--- src/rtl/spi_pack_pkg.sv ---
package spi_pack_pkg;
    typedef enum logic {
        SZ_BYTE = 1'b0,
        SZ_HALF = 1'b1
    } xfer_sz_e;

    function automatic int unsigned sz_bytes(input xfer_sz_e sz);
        return (sz == SZ_HALF) ? 2 : 1;
    endfunction
endpackage

--- src/rtl/spi_pack_bytefifo.sv ---
module spi_pack_bytefifo
    import spi_pack_pkg::*;
#(
    parameter int BYTE_W = 8,
    parameter int DEPTH  = 4,
    localparam int PW    = $clog2(DEPTH),
    localparam int CW    = $clog2(DEPTH + 1)
) (
    input  logic              clk,
    input  logic              rst_n,
    input  logic              push_en,
    input  logic              push_two,
    input  logic [2*BYTE_W-1:0] push_data,
    input  logic              pop_en,
    input  logic              pop_two,
    output logic [2*BYTE_W-1:0] head_data,
    output logic [CW-1:0]     count,
    output logic              push_ok,
    output logic              pop_ok
);
    typedef struct packed {
        logic [DEPTH-1:0][BYTE_W-1:0] mem;
        logic [PW-1:0]                wp;
        logic [PW-1:0]                rp;
        logic [CW-1:0]                cnt;
    } st_t;

    st_t st_d, st_q;

    function automatic logic [PW-1:0] step(input logic [PW-1:0] p);
        if (p == PW'(DEPTH - 1)) return '0;
        return p + 1'b1;
    endfunction

    logic [CW-1:0] push_n, pop_n, free_n;

    always_comb begin
        push_n  = CW'(sz_bytes(xfer_sz_e'(push_two)));
        pop_n   = CW'(sz_bytes(xfer_sz_e'(pop_two)));
        free_n  = CW'(DEPTH) - st_q.cnt;
        push_ok = push_en && (free_n >= push_n);
        pop_ok  = pop_en && (st_q.cnt >= pop_n);
        st_d    = st_q;
        if (push_ok) begin
            st_d.mem[st_q.wp] = push_data[BYTE_W-1:0];
            if (push_two) begin
                st_d.mem[step(st_q.wp)] = push_data[2*BYTE_W-1:BYTE_W];
                st_d.wp = step(step(st_q.wp));
            end else begin
                st_d.wp = step(st_q.wp);
            end
        end
        if (pop_ok) begin
            st_d.rp = pop_two ? step(step(st_q.rp)) : step(st_q.rp);
        end
        st_d.cnt = st_q.cnt + (push_ok ? push_n : '0) - (pop_ok ? pop_n : '0);
    end

    always_ff @(posedge clk) begin
        if (!rst_n) begin
            st_q <= '0;
        end else begin
            st_q <= st_d;
        end
    end

    assign head_data = {st_q.mem[step(st_q.rp)], st_q.mem[st_q.rp]};
    assign count     = st_q.cnt;

    assert_count_bound_R5: assert property (@(posedge clk) disable iff (!rst_n)
        count <= CW'(DEPTH));
    assert_drop_keeps_count_R5: assert property (@(posedge clk) disable iff (!rst_n)
        (push_en && !push_ok && !pop_ok) |=> count == $past(count));
    assert_short_pop_keeps_count_R10: assert property (@(posedge clk) disable iff (!rst_n)
        (pop_en && !pop_ok && !push_ok) |=> count == $past(count));
    assert_two_byte_push_R2: assert property (@(posedge clk) disable iff (!rst_n)
        (push_ok && push_two && !pop_ok) |=> count == $past(count) + CW'(2));
endmodule

--- src/rtl/spi_pack_flags.sv ---
module spi_pack_flags #(
    parameter int DEPTH = 4,
    localparam int CW   = $clog2(DEPTH + 1)
) (
    input  logic          clk,
    input  logic          rst_n,
    input  logic [CW-1:0] tx_count,
    input  logic [CW-1:0] rx_count,
    input  logic          rx_quarter,
    input  logic          rx_push,
    input  logic          rx_push_ok,
    output logic          tx_empty,
    output logic          rx_ready,
    output logic          overrun
);
    typedef struct packed {
        logic ovr;
    } st_t;

    st_t st_d, st_q;
    logic [CW-1:0] rx_level;

    always_comb begin
        st_d     = st_q;
        if (rx_push && !rx_push_ok) st_d.ovr = 1'b1;
        rx_level = rx_quarter ? CW'(1) : CW'(2);
        tx_empty = (CW'(DEPTH) - tx_count) >= CW'(2);
        rx_ready = rx_count >= rx_level;
    end

    always_ff @(posedge clk) begin
        if (!rst_n) st_q <= '0;
        else        st_q <= st_d;
    end

    assign overrun = st_q.ovr;

    assert_overrun_sticky_R8: assert property (@(posedge clk) disable iff (!rst_n)
        overrun |=> overrun);
    assert_overrun_on_reject_R8: assert property (@(posedge clk) disable iff (!rst_n)
        (rx_push && !rx_push_ok) |=> overrun);
endmodule

--- src/rtl/spi_pack_fifo.sv ---
module spi_pack_fifo #(
    parameter int BYTE_W     = 8,
    parameter int FIFO_BYTES = 4,
    localparam int DW        = 2 * BYTE_W,
    localparam int CW        = $clog2(FIFO_BYTES + 1)
) (
    input  logic          clk,
    input  logic          rst_n,
    input  logic          frame_wide,
    input  logic          rx_quarter,
    input  logic          bus_wr,
    input  logic          bus_wr_half,
    input  logic [DW-1:0] bus_wdata,
    input  logic          bus_rd,
    input  logic          bus_rd_half,
    output logic [DW-1:0] bus_rdata,
    input  logic          eng_tx_pop,
    output logic [DW-1:0] eng_tx_frame,
    output logic          eng_tx_valid,
    input  logic          eng_rx_push,
    input  logic [DW-1:0] eng_rx_frame,
    output logic          tx_empty,
    output logic          rx_ready,
    output logic          tx_dma_req,
    output logic          rx_dma_req,
    output logic          rx_overrun
);
    logic [CW-1:0] tx_count, rx_count;
    logic tx_push_ok, tx_pop_ok, rx_push_ok, rx_pop_ok;

    spi_pack_bytefifo #(.BYTE_W(BYTE_W), .DEPTH(FIFO_BYTES)) u_txq (
        .clk(clk), .rst_n(rst_n),
        .push_en(bus_wr), .push_two(bus_wr_half), .push_data(bus_wdata),
        .pop_en(eng_tx_pop), .pop_two(frame_wide),
        .head_data(eng_tx_frame), .count(tx_count),
        .push_ok(tx_push_ok), .pop_ok(tx_pop_ok)
    );

    spi_pack_bytefifo #(.BYTE_W(BYTE_W), .DEPTH(FIFO_BYTES)) u_rxq (
        .clk(clk), .rst_n(rst_n),
        .push_en(eng_rx_push), .push_two(frame_wide), .push_data(eng_rx_frame),
        .pop_en(bus_rd), .pop_two(bus_rd_half),
        .head_data(bus_rdata), .count(rx_count),
        .push_ok(rx_push_ok), .pop_ok(rx_pop_ok)
    );

    spi_pack_flags #(.DEPTH(FIFO_BYTES)) u_flags (
        .clk(clk), .rst_n(rst_n),
        .tx_count(tx_count), .rx_count(rx_count), .rx_quarter(rx_quarter),
        .rx_push(eng_rx_push), .rx_push_ok(rx_push_ok),
        .tx_empty(tx_empty), .rx_ready(rx_ready), .overrun(rx_overrun)
    );

    assign eng_tx_valid = tx_count >= (frame_wide ? CW'(2) : CW'(1));
    assign tx_dma_req   = tx_empty;
    assign rx_dma_req   = rx_ready;

    assert_pop_gated_R11: assert property (@(posedge clk) disable iff (!rst_n)
        (eng_tx_pop && !eng_tx_valid) |-> !tx_pop_ok);
    assert_write_grows_R2: assert property (@(posedge clk) disable iff (!rst_n)
        (bus_wr && tx_push_ok && !tx_pop_ok) |=> tx_count > $past(tx_count));
    assert_short_read_R10: assert property (@(posedge clk) disable iff (!rst_n)
        (bus_rd && !rx_pop_ok && !eng_rx_push) |=> rx_count == $past(rx_count));
endmodule

--- config.mk ---
export PLATFORM = sky130hd
export DESIGN_NAME = spi_pack_fifo
export DESIGN_NICKNAME = d
export VERILOG_FILES = /design/src/rtl/spi_pack_pkg.sv /design/src/rtl/spi_pack_bytefifo.sv /design/src/rtl/spi_pack_flags.sv /design/src/rtl/spi_pack_fifo.sv
export SDC_FILE = /design/constraint.sdc
export NUM_CORES = 1
export LEC_CHECK = 0
export BUFFER_PORTS_ARGS = -buffer_cell sky130_fd_sc_hd__buf_4
export CAP_MARGIN = 20
export CORE_ASPECT_RATIO = 1.2
export CORE_MARGIN = 3
export CORE_UTILIZATION = 55
export CTS_CLUSTER_SIZE = 16
export DETAILED_ROUTE_END_ITERATION = 8
export GPL_TIMING_DRIVEN = 0
export HOLD_SLACK_MARGIN = 0.15
export PLACE_DENSITY = 0.84
export SYNTH_ARGS = -nofsm -noshare
export SYNTH_HDL_FRONTEND = slang
export SYNTH_SLANG_ARGS = --single-unit
--- constraint.sdc ---
create_clock -name clk -period 4.13 [get_ports clk]
set_clock_uncertainty 0.1 [all_clocks]
set_input_delay 0.413 -clock clk [delete_from_list [all_inputs] [get_ports clk]]
set_output_delay 0.413 -clock clk [all_outputs]
set_load 0.02 [all_outputs]
==> results of run 1 <==
-- stage by stage --
stage | util | power (mW) | cells | hold WS, ns | setup WS (ns)
4_1_cts | 0.667 | 4.37 | 733 | 0.168 | 0.554
6_report | 0.667 | 4.40 | 733 | 0.173 | 0.525
5_1_grt | 0.667 | 4.65 | 733 | 0.168 | 0.302
2_1_floorplan | - | 2.99 | 520 | 0.369 | 0.813
3_3_place_gp | 0.647 | 3.71 | 719 | 0.357 | 0.361
3_5_place_dp | 0.647 | 3.79 | 719 | 0.373 | 0.291
-- synth_stat cells, drive strengths merged (4+ instances only) --
library cell / number / area share
nor2: 72 / 0.053
a211oi: 5 / 0.011
ha: 30 / 0.073
o21ai: 6 / 0.0059
a31oi: 60 / 0.073
xor2: 5 / 0.010
inv: 33 / 0.024
a21oi: 18 / 0.018
nand2: 17 / 0.012
nand2b: 7 / 0.0085
nor3: 12 / 0.018
dfxtp: 79 / 0.31
o221a: 60 / 0.13
clkbuf: 26 / 0.019
mux2i: 6 / 0.012
a211o: 4 / 0.0068
fa: 4 / 0.016
xnor2: 4 / 0.0068
mux4: 31 / 0.14
buf: 16 / 0.020
-- registers in the layout (all words and copies together) (netlist names) --
| register | flops |
|---|---|
| u_txq.st_q | 36 |
| u_rxq.st_q | 36 |
| u_txq.count | 3 |
| u_rxq.count | 3 |
| u_flags.overrun | 1 |
-- critical path: cells and delay by family, from the launching register on --
family / cells / cell delay, ns
adders and majority gates: 4 / 1.49
DFF: 1 / 0.44
buffers and inverters: 2 / 0.38
AOI/OAI and AO/OA: 1 / 0.36
and+or+nand+nor: 3 / 0.36
xor gates and xnor gates: 2 / 0.33
-- logic make-up (layout without fill, tap and decap cells) --
kind of cell | Yosys count | in the layout | share of synthesized area
simple gates | 121 | 121 | 0.107
xor+xnor | 9 | 9 | 0.0168
flops | 79 | 79 | 0.308
fa+ha+maj | 34 | 34 | 0.0887
compound gates | 163 | 163 | 0.265
mux | 38 | 38 | 0.150
buf+inv | 76 | 169 | 0.0644
-- final timing paths --
path	cells past startpoint	end	slack (ns)
setup / recovery	12	u_txq.count[2]	0.52
hold / removal	2	u_txq.st_q[4]	0.17
setup reg to reg	12	u_txq.count[2]	0.52
hold reg to reg	2	u_flags.overrun	0.38
-- power by group --
part | leakage (nW) | switching, mW | internal (mW)
clock | 0.0896 | 0.289 | 0.291
combinational | 1.77 | 1.45 | 1.16
sequential | 0.648 | 0.199 | 1.01
total | 2.50 | 1.94 | 2.46
-- layer usage --
metal	wire length, µm	GRT usage	up-vias
li1	-	-	2194
met1	5930	0.380	2389
met2	7560	0.497	323
met3	1650	0.0581	51
met4	507	0.156	0
met5	0	0	-
-- cell type report --
type	instances	area [µm²]
fill	731	3030
sequential	79	1580
multi-input combinational	365	3220
clock buffer	13	149
inverter	34	128
timing repair buffer	79	593
clock inverter	1	30.0
tap	120	150
buffer	42	203
==> run metrics, run 1 <==
CTS clock-pin slew for the worst setup and hold paths=around 0.08 ns; Detailed Route Iter0 Violations=~410; Die Wd=roughly 94 µm; CTS tree=built; routability congestion estimate from global placement=0.983; Setup crit end kind=flip-flop; fin. max-slew vios=0; antenna violations before repair=0; gr ovfl total=0; placed instance area=approximately 0.006 mm²; TritonRoute pass-1 iters=7; syn nets=slightly below 600; hpwl dp=about 11,000 µm; Yosys cell types=44; DRC Markers=0; Rows=38; critical path required time=~4.3 ns; vias per cell=between 6 and 7; syn avg cell area=9.87 µm²; pin count of the biggest net entering global routing=12; antenna-violating nets left=0; Core Footprint=0.00908 mm²; slew margin rel.=0.200; cell at the root of the clock tree=clkbuf_8; CP Cell Sequence=inv_1 > ha_1 > ha_1 > a211o_1 > nand2_1 > buf_2 > nor2_1 > fa_1 > fa_1 > xnor2_1 > xnor2_1 > nor2_1; final hold violation count=0; Post-Route WL=around 16,000 µm; RSZ-0062 raised after global routing=no; global-route wire length before repair=between 20,000 and 25,000 µm; critical path type=reg2reg; r2r startpoint=u_txq.count[1]; Worst-Skew Late Latency=roughly 0.37 ns; Crit path largest cell delay=approximately 0.46 ns; achievable frequency=between 200 and 300 MHz; Critical Path Start=u_txq.count[1]; Hold Crit Start=eng_tx_pop; cts hold-fix bufs=0; Main synth FF type=dfxtp_1; Synthesis Warnings=0; EDFF count, synth=0; I/O Pins=80; CTS sink cnt=a little under 80; outcome=finished, final reports clean; Initial Util=0.565; gr usage total=0.304; Slowest-stage cell, CP=fa_1; startpoint types=flip-flop; Area growth syn-to-layout=18.0%; synthesized flop and latch total=between 70 and 80; Pwr Density=726 mW/mm²; crit path DAT=approximately 3.7 ns; Via Count=~5,000; setup TNS=0 ns; number of diodes=0; post_cts resized=0; max-cap viol count=0; most frequent cells in the layout=buf_4 (81), dfxtp_1 (79), nor2_1 (71); share of layout cells above drive strength 1=0.334; total leakage power=approximately 2.5 nW; most common cell after layout, fill and taps aside=buf_4; Final Cycle Share=0.873; wire length per cell=roughly 21 µm; postcts setup bufs=0; maximum vdd drop=between 0.0004 and 0.0005 V; post-synthesis async set-or-reset flop share=0; Max Buffers Root-to-Sink=2; vias in the first global route=around 5,000; worst-path maximum fanout=10; Post-Synthesis Cell Area=0.00513 mm²; Slew @ Worst Pin=~1.2 ns; # setup viols final=0; Final Instance Area=between 0.006 and 0.007 mm²; Die Y=approximately 110 µm; Port Buffers=79; crit path time final=about 3.6 ns; sequential share of the synthesized area=0.308; fin nets=between 600 and 700; number of CTS-inserted buffers=9; Die Area=0.0105 mm²; H-tree Lvls=3; Hold Crit Class=in2reg; Mapped Cells=520
No activity file was read; power rests on OpenSTA's default activity.
==> run 2: changes to the inputs <==
--- a/config.mk
+++ b/config.mk
@@ -15,6 +15,7 @@
 export GPL_TIMING_DRIVEN = 0
 export HOLD_SLACK_MARGIN = 0.15
 export PLACE_DENSITY = 0.84
+export RECOVER_POWER = 25
 export SYNTH_ARGS = -nofsm -noshare
 export SYNTH_HDL_FRONTEND = slang
 export SYNTH_SLANG_ARGS = --single-unit
==> run 2 against run 1 <==
  * Non-clock buffer count unchanged
  * Critical path depth unchanged
  * Maximum frequency up 0.12%
  * Wire length down 0.47%
  * Critical endpoint is now u_rxq.count[2]
  * Largest power group unchanged
  * Final area down 1.4%
  * Via count up 0.12%
  * Flip-flop and latch count unchanged
==> run metrics, run 2 (same netlist as run 1, synthesis figures left out) <==
CTS tree=built; RSZ-0062 raised after global routing=no; most common cell after layout, fill and taps aside=dfxtp_1; CTS sink cnt=~80; routability congestion estimate from global placement=roughly 0.98; number of diodes=0; I/O Pins=80; FF/Latch Area=roughly 0.0016 mm²; met3 GRT Util=0.0581; final hold violation count=0; final non-filler cell total=between 700 and 800; Rows=38; crit path DAT=~3.7 ns; Die Y=roughly 110 µm; critical path type=in2reg; CP Cell Sequence=clkbuf_1 > clkbuf_1 > inv_1 > ha_1 > nand2b_1 > a211oi_4 > or3_1 > fa_1 > fa_1 > xnor2_1 > xnor2_1 > nor2_1; vias in the first global route=a little under 5,000; H-tree Lvls=3; antenna-violating nets left=0; most frequent cells in the layout=dfxtp_1 (79), nor2_1 (72), buf_4 (65); Critical Path Start=frame_wide; worst-path maximum fanout=10; gr ovfl total=0; fin. max-slew vios=0; Worst-Skew Late Latency=roughly 0.36 ns; CTS clock-pin slew for the worst setup and hold paths=0.08 ns; # fillers=roughly 760; Placed Cells incl. Taps=719; Crit path largest cell delay=a little over 0.5 ns; max-cap viol count=0; Final Cycle Share=0.872; setup ws final=roughly 0.53 ns; Setup crit end kind=flip-flop; startpoint types=primary input; Die Area=~0.011 mm²; Area growth syn-to-layout=16.4%; antenna violations before repair=0; Core Footprint=around 0.009 mm²; Post-Route WL=approximately 16,000 µm; pre-CTS setup slack=approximately 0.29 ns; final core occ=0.658; cell at the root of the clock tree=clkbuf_8; GR Layer Usage met1=0.380; GR met2 Demand/Resource=0.497; maximum vdd drop=between 0.0004 and 0.0005 V; final hold slack=approximately 0.17 ns; Via Count=between 4,000 and 5,000; fin nets=a little under 700; post_cts resized=0; Hold Crit Class=in2reg; TritonRoute pass-1 iters=5; outcome=finished, final reports clean; Detailed Route Iter0 Violations=between 400 and 500; total leakage power=between 2 and 2.5 nW; r2r startpoint=u_txq.count[1]; Max Buffers Root-to-Sink=2; global-route wire length before repair=between 20,000 and 25,000 µm; Multi-input gate area=about 0.0032 mm²; # setup viols final=0; Initial Util=0.565; wire length per cell=roughly 21 µm; biggest regs=u_rxq.st_q: 36 flops, u_txq.st_q: 36 flops; achievable frequency=278 MHz; Die Wd=about 94 µm; vias per cell=roughly 6.8; slew margin rel.=0.209; layer with the highest usage=met2; Pwr Density=roughly 720 mW/mm²; Overall Power=4.30 mW; gr usage total=0.304; crit path time final=3.60 ns; pin count of the biggest net entering global routing=12; share of layout cells above drive strength 1=0.299; Slew @ Worst Pin=1.18 ns; number of CTS-inserted buffers=9; postcts setup bufs=0; cts hold-fix bufs=0; Final Instance Area=about 0.006 mm²; hpwl dp=11,000 µm; critical path required time=approximately 4.3 ns; placed instance area=0.00588 mm²; Hold Crit Start=eng_tx_pop; DRC Markers=0; Slowest-stage cell, CP=a211oi_4; setup TNS=0 ns; Port Buffers=just under 80
run 2: area by class of cell:
type	instances	area share
Inverter	34	0.0214
Clock inverter	1	0.00503
Multi-Input combinational cell	365	0.536
Timing Repair Buffer	79	0.0893
Sequential cell	79	0.265
Tap cell	120	0.0251
Clock buffer	13	0.0249
Buffer	42	0.0335
run 2: routing by layer:
metal / vias to the layer above / wire length [µm]
met5: - / 0
met4: 0 / 622
met3: 61 / 1540
met2: 328 / 7560
met1: 2376 / 5840
li1: 2198 / -
run 2: critical path: cells and delay by family:
kind / cells / cell delay (ns)
adders and majority gates: 3 / 1.23
buffers and inverters: 3 / 0.83
AOI/OAI and AO/OA: 1 / 0.51
and+or+nand+nor: 3 / 0.44
xor gates and xnor gates: 2 / 0.30
run 2: worst paths after layout:
path | to | slack (ns) | cells after the start
setup / recovery | u_rxq.count[2] | 0.53 | 12
hold / removal | u_txq.st_q[4] | 0.17 | 2
setup reg to reg | u_txq.count[2] | 0.55 | 12
hold reg to reg | u_flags.overrun | 0.38 | 2
run 2: where the power goes:
| part | total (mW) | switching [mW] | internal, mW |
|---|---|---|---|
| clock network | 0.580 | 0.289 | 0.291 |
| logic | 2.52 | 1.43 | 1.08 |
| registers | 1.21 | 0.198 | 1.01 |
| total | 4.30 | 1.92 | 2.38 |
==> run 3: changes to the inputs <==
--- a/config.mk
+++ b/config.mk
@@ -9,12 +9,12 @@
 export CAP_MARGIN = 20
 export CORE_ASPECT_RATIO = 1.2
 export CORE_MARGIN = 3
-export CORE_UTILIZATION = 55
+export CORE_UTILIZATION = 52
 export CTS_CLUSTER_SIZE = 16
 export DETAILED_ROUTE_END_ITERATION = 8
 export GPL_TIMING_DRIVEN = 0
 export HOLD_SLACK_MARGIN = 0.15
-export PLACE_DENSITY = 0.84
+export PLACE_DENSITY = 0.83
 export RECOVER_POWER = 25
 export SYNTH_ARGS = -nofsm -noshare
 export SYNTH_HDL_FRONTEND = slang
==> constraint.sdc (replaced) <==
create_clock -name clk -period 3.1 [get_ports clk]
set_clock_uncertainty 0.1 [all_clocks]
set_input_delay 0.31 -clock clk [delete_from_list [all_inputs] [get_ports clk]]
set_output_delay 0.31 -clock clk [all_outputs]
set_load 0.02 [all_outputs]
==> run 3 against run 2 <==
  * Wire length up 5.0%
  * Via count is 1.9% higher
  * Flip-flop and latch count did not move
  * Critical path type is now reg2reg
  * Highest routed layer unchanged
==> run metrics, run 3 (same netlist as run 1, synthesis figures left out) <==
TritonRoute pass-1 iters=7; R2R cell count=10; Hold Crit Class=in2reg; wire length per cell=roughly 22 µm; H-tree Lvls=3; routability congestion estimate from global placement=~0.92; gr usage total=0.291; Reg2Reg Setup Slack=0.12 ns; startpoint types=flip-flop; slew margin rel.=0.218; Core Footprint=0.00956 mm²; Detailed Route Iter0 Violations=490; vias per cell=6.80; Die Y=between 100 and 150 µm; cell at the root of the clock tree=clkbuf_16; outcome=finished, final reports clean; critical path type=reg2reg; Int Power=between 3 and 4 mW; switching power total=~2.7 mW; global-route wire length before repair=26,000 µm; CTS clock-pin slew for the worst setup and hold paths=~0.070 ns; # setup viols final=0; Final Cycle Share=0.960; setup ws final=between 0.1 and 0.15 ns; antenna violations before repair=0; CTS sink cnt=79; CTS tree=built; Slew @ Worst Pin=about 1.2 ns; r2r startpoint=u_rxq.count[0]; biggest regs=u_rxq.st_q: 36 flops, u_txq.st_q: 36 flops; most frequent cells in the layout=dfxtp_1 (77), nor2_1 (71), buf_4 (68); Port Buffers=~80; Die Area=roughly 0.011 mm²; achievable frequency=336 MHz; critical path required time=approximately 3.2 ns; maximum vdd drop=about 0.00036 V; WHS Path Cells=3; Setup crit end kind=flip-flop; number of diodes=0; RSZ-0062 raised after global routing=no; cell repeated most along the worst path=ha_1; Worst-Skew Late Latency=approximately 0.34 ns; Post-Route WL=~16,000 µm; final core occ=0.654; number of CTS-inserted buffers=9; fin nets=691; Max Buffers Root-to-Sink=2; crit path time final=around 3.0 ns; max-cap viol count=0; fin. max-slew vios=0; Hold Crit Start=rst_n; antenna-violating nets left=0; hpwl dp=11,500 µm; Placed Cells incl. Taps=~720; Via Count=5,056; share of layout cells above drive strength 1=0.332; CP Cell Sequence=inv_1 > ha_1 > ha_1 > a211oi_4 > or3_1 > fa_1 > fa_2 > xnor2_2 > xnor2_1 > nor2_1; crit path DAT=between 3 and 4 ns; Area growth syn-to-layout=21.8%; final hold violation count=0; Initial Util=0.537; total leakage power=approximately 2.5 nW; gr ovfl total=0; switching share of power=0.427; final non-filler cell total=roughly 740; pin count of the biggest net entering global routing=15; most common cell after layout, fill and taps aside=dfxtp_1; Slowest-stage cell, CP=fa_1; Pwr Density=slightly above 1000 mW/mm²; DRC Markers=0; Rows=39; Comb pwr share=0.562; Clock power frac=0.184; I/O Pins=80; Critical Path Start=u_rxq.count[0]; worst-path maximum fanout=5; Die Wd=96.7 µm; Crit path largest cell delay=0.49 ns; vias in the first global route=5,086; pre-CTS setup slack=-0.501 ns; final hold slack=0.174 ns; Seq pwr share=0.254
run 3: per-stage QoR:
step | TNS (ns) | power [mW] | area, µm²
2_1_floorplan | 0 | 4.00 | 5140
3_3_place_gp | -1.08 | 4.94 | 5890
3_5_place_dp | -1.46 | 5.09 | 5890
4_1_cts | 0 | 6.38 | 6300
5_1_grt | 0 | 6.71 | 6250
6_report | 0 | 6.37 | 6250
run 3: power groups by stage:
stage | sequential, mW | combinational (mW) | clock, mW
finish | 1.62 | 3.58 | 1.17
global placement | 1.59 | 3.35 | 0
CTS | 1.61 | 3.61 | 1.16
global route | 1.66 | 3.85 | 1.21
detailed placement | 1.62 | 3.47 | 0
floorplan | 1.54 | 2.45 | 0
run 3: per-layer routing:
| layer | track usage | routed length, µm |
|---|---|---|
| met5 | 0 | 0 |
| met4 | 0.125 | 578 |
| met3 | 0.0643 | 1660 |
| met2 | 0.521 | 8200 |
| met1 | 0.336 | 5910 |
run 3: critical path, delay by kind of cell (launching register included):
| family | cells | cell delay (ns) |
|---|---|---|
| simple gates | 2 | 0.40 |
| fa+ha+maj | 4 | 1.57 |
| buf+inv | 1 | 0.09 |
| compound gates | 1 | 0.08 |
| xor+xnor | 2 | 0.29 |
| flops | 1 | 0.31 |
run 3: worst paths after layout:
check | to
worst max-delay path | u_rxq.count[2]
worst min-delay path | u_txq.st_q[3]
worst max register to register | u_rxq.count[2]
worst min register to register | u_flags.overrun
run 3: repair_timing:
| action | in CTS | in global routing |
|---|---|---|
| setup buffers | 3 | 0 |
| endpoints found under the hold margin | 2 | 0 |
| setup endpoints to repair | 4 | 2 |
| pin swaps | 6 | 3 |
| resized for setup | 8 | 5 |
| hold buffers | 2 | 0 |
run 3: area by class of cell:
class,count,area (µm²)
inverter,34,128
fill,770,3310
timing repair buffer,85,579
multi-input combinational,365,3270
sequential,79,1590
tap,123,154
buffer,41,208
clock inverter,6,91.3
clock buffer,10,239
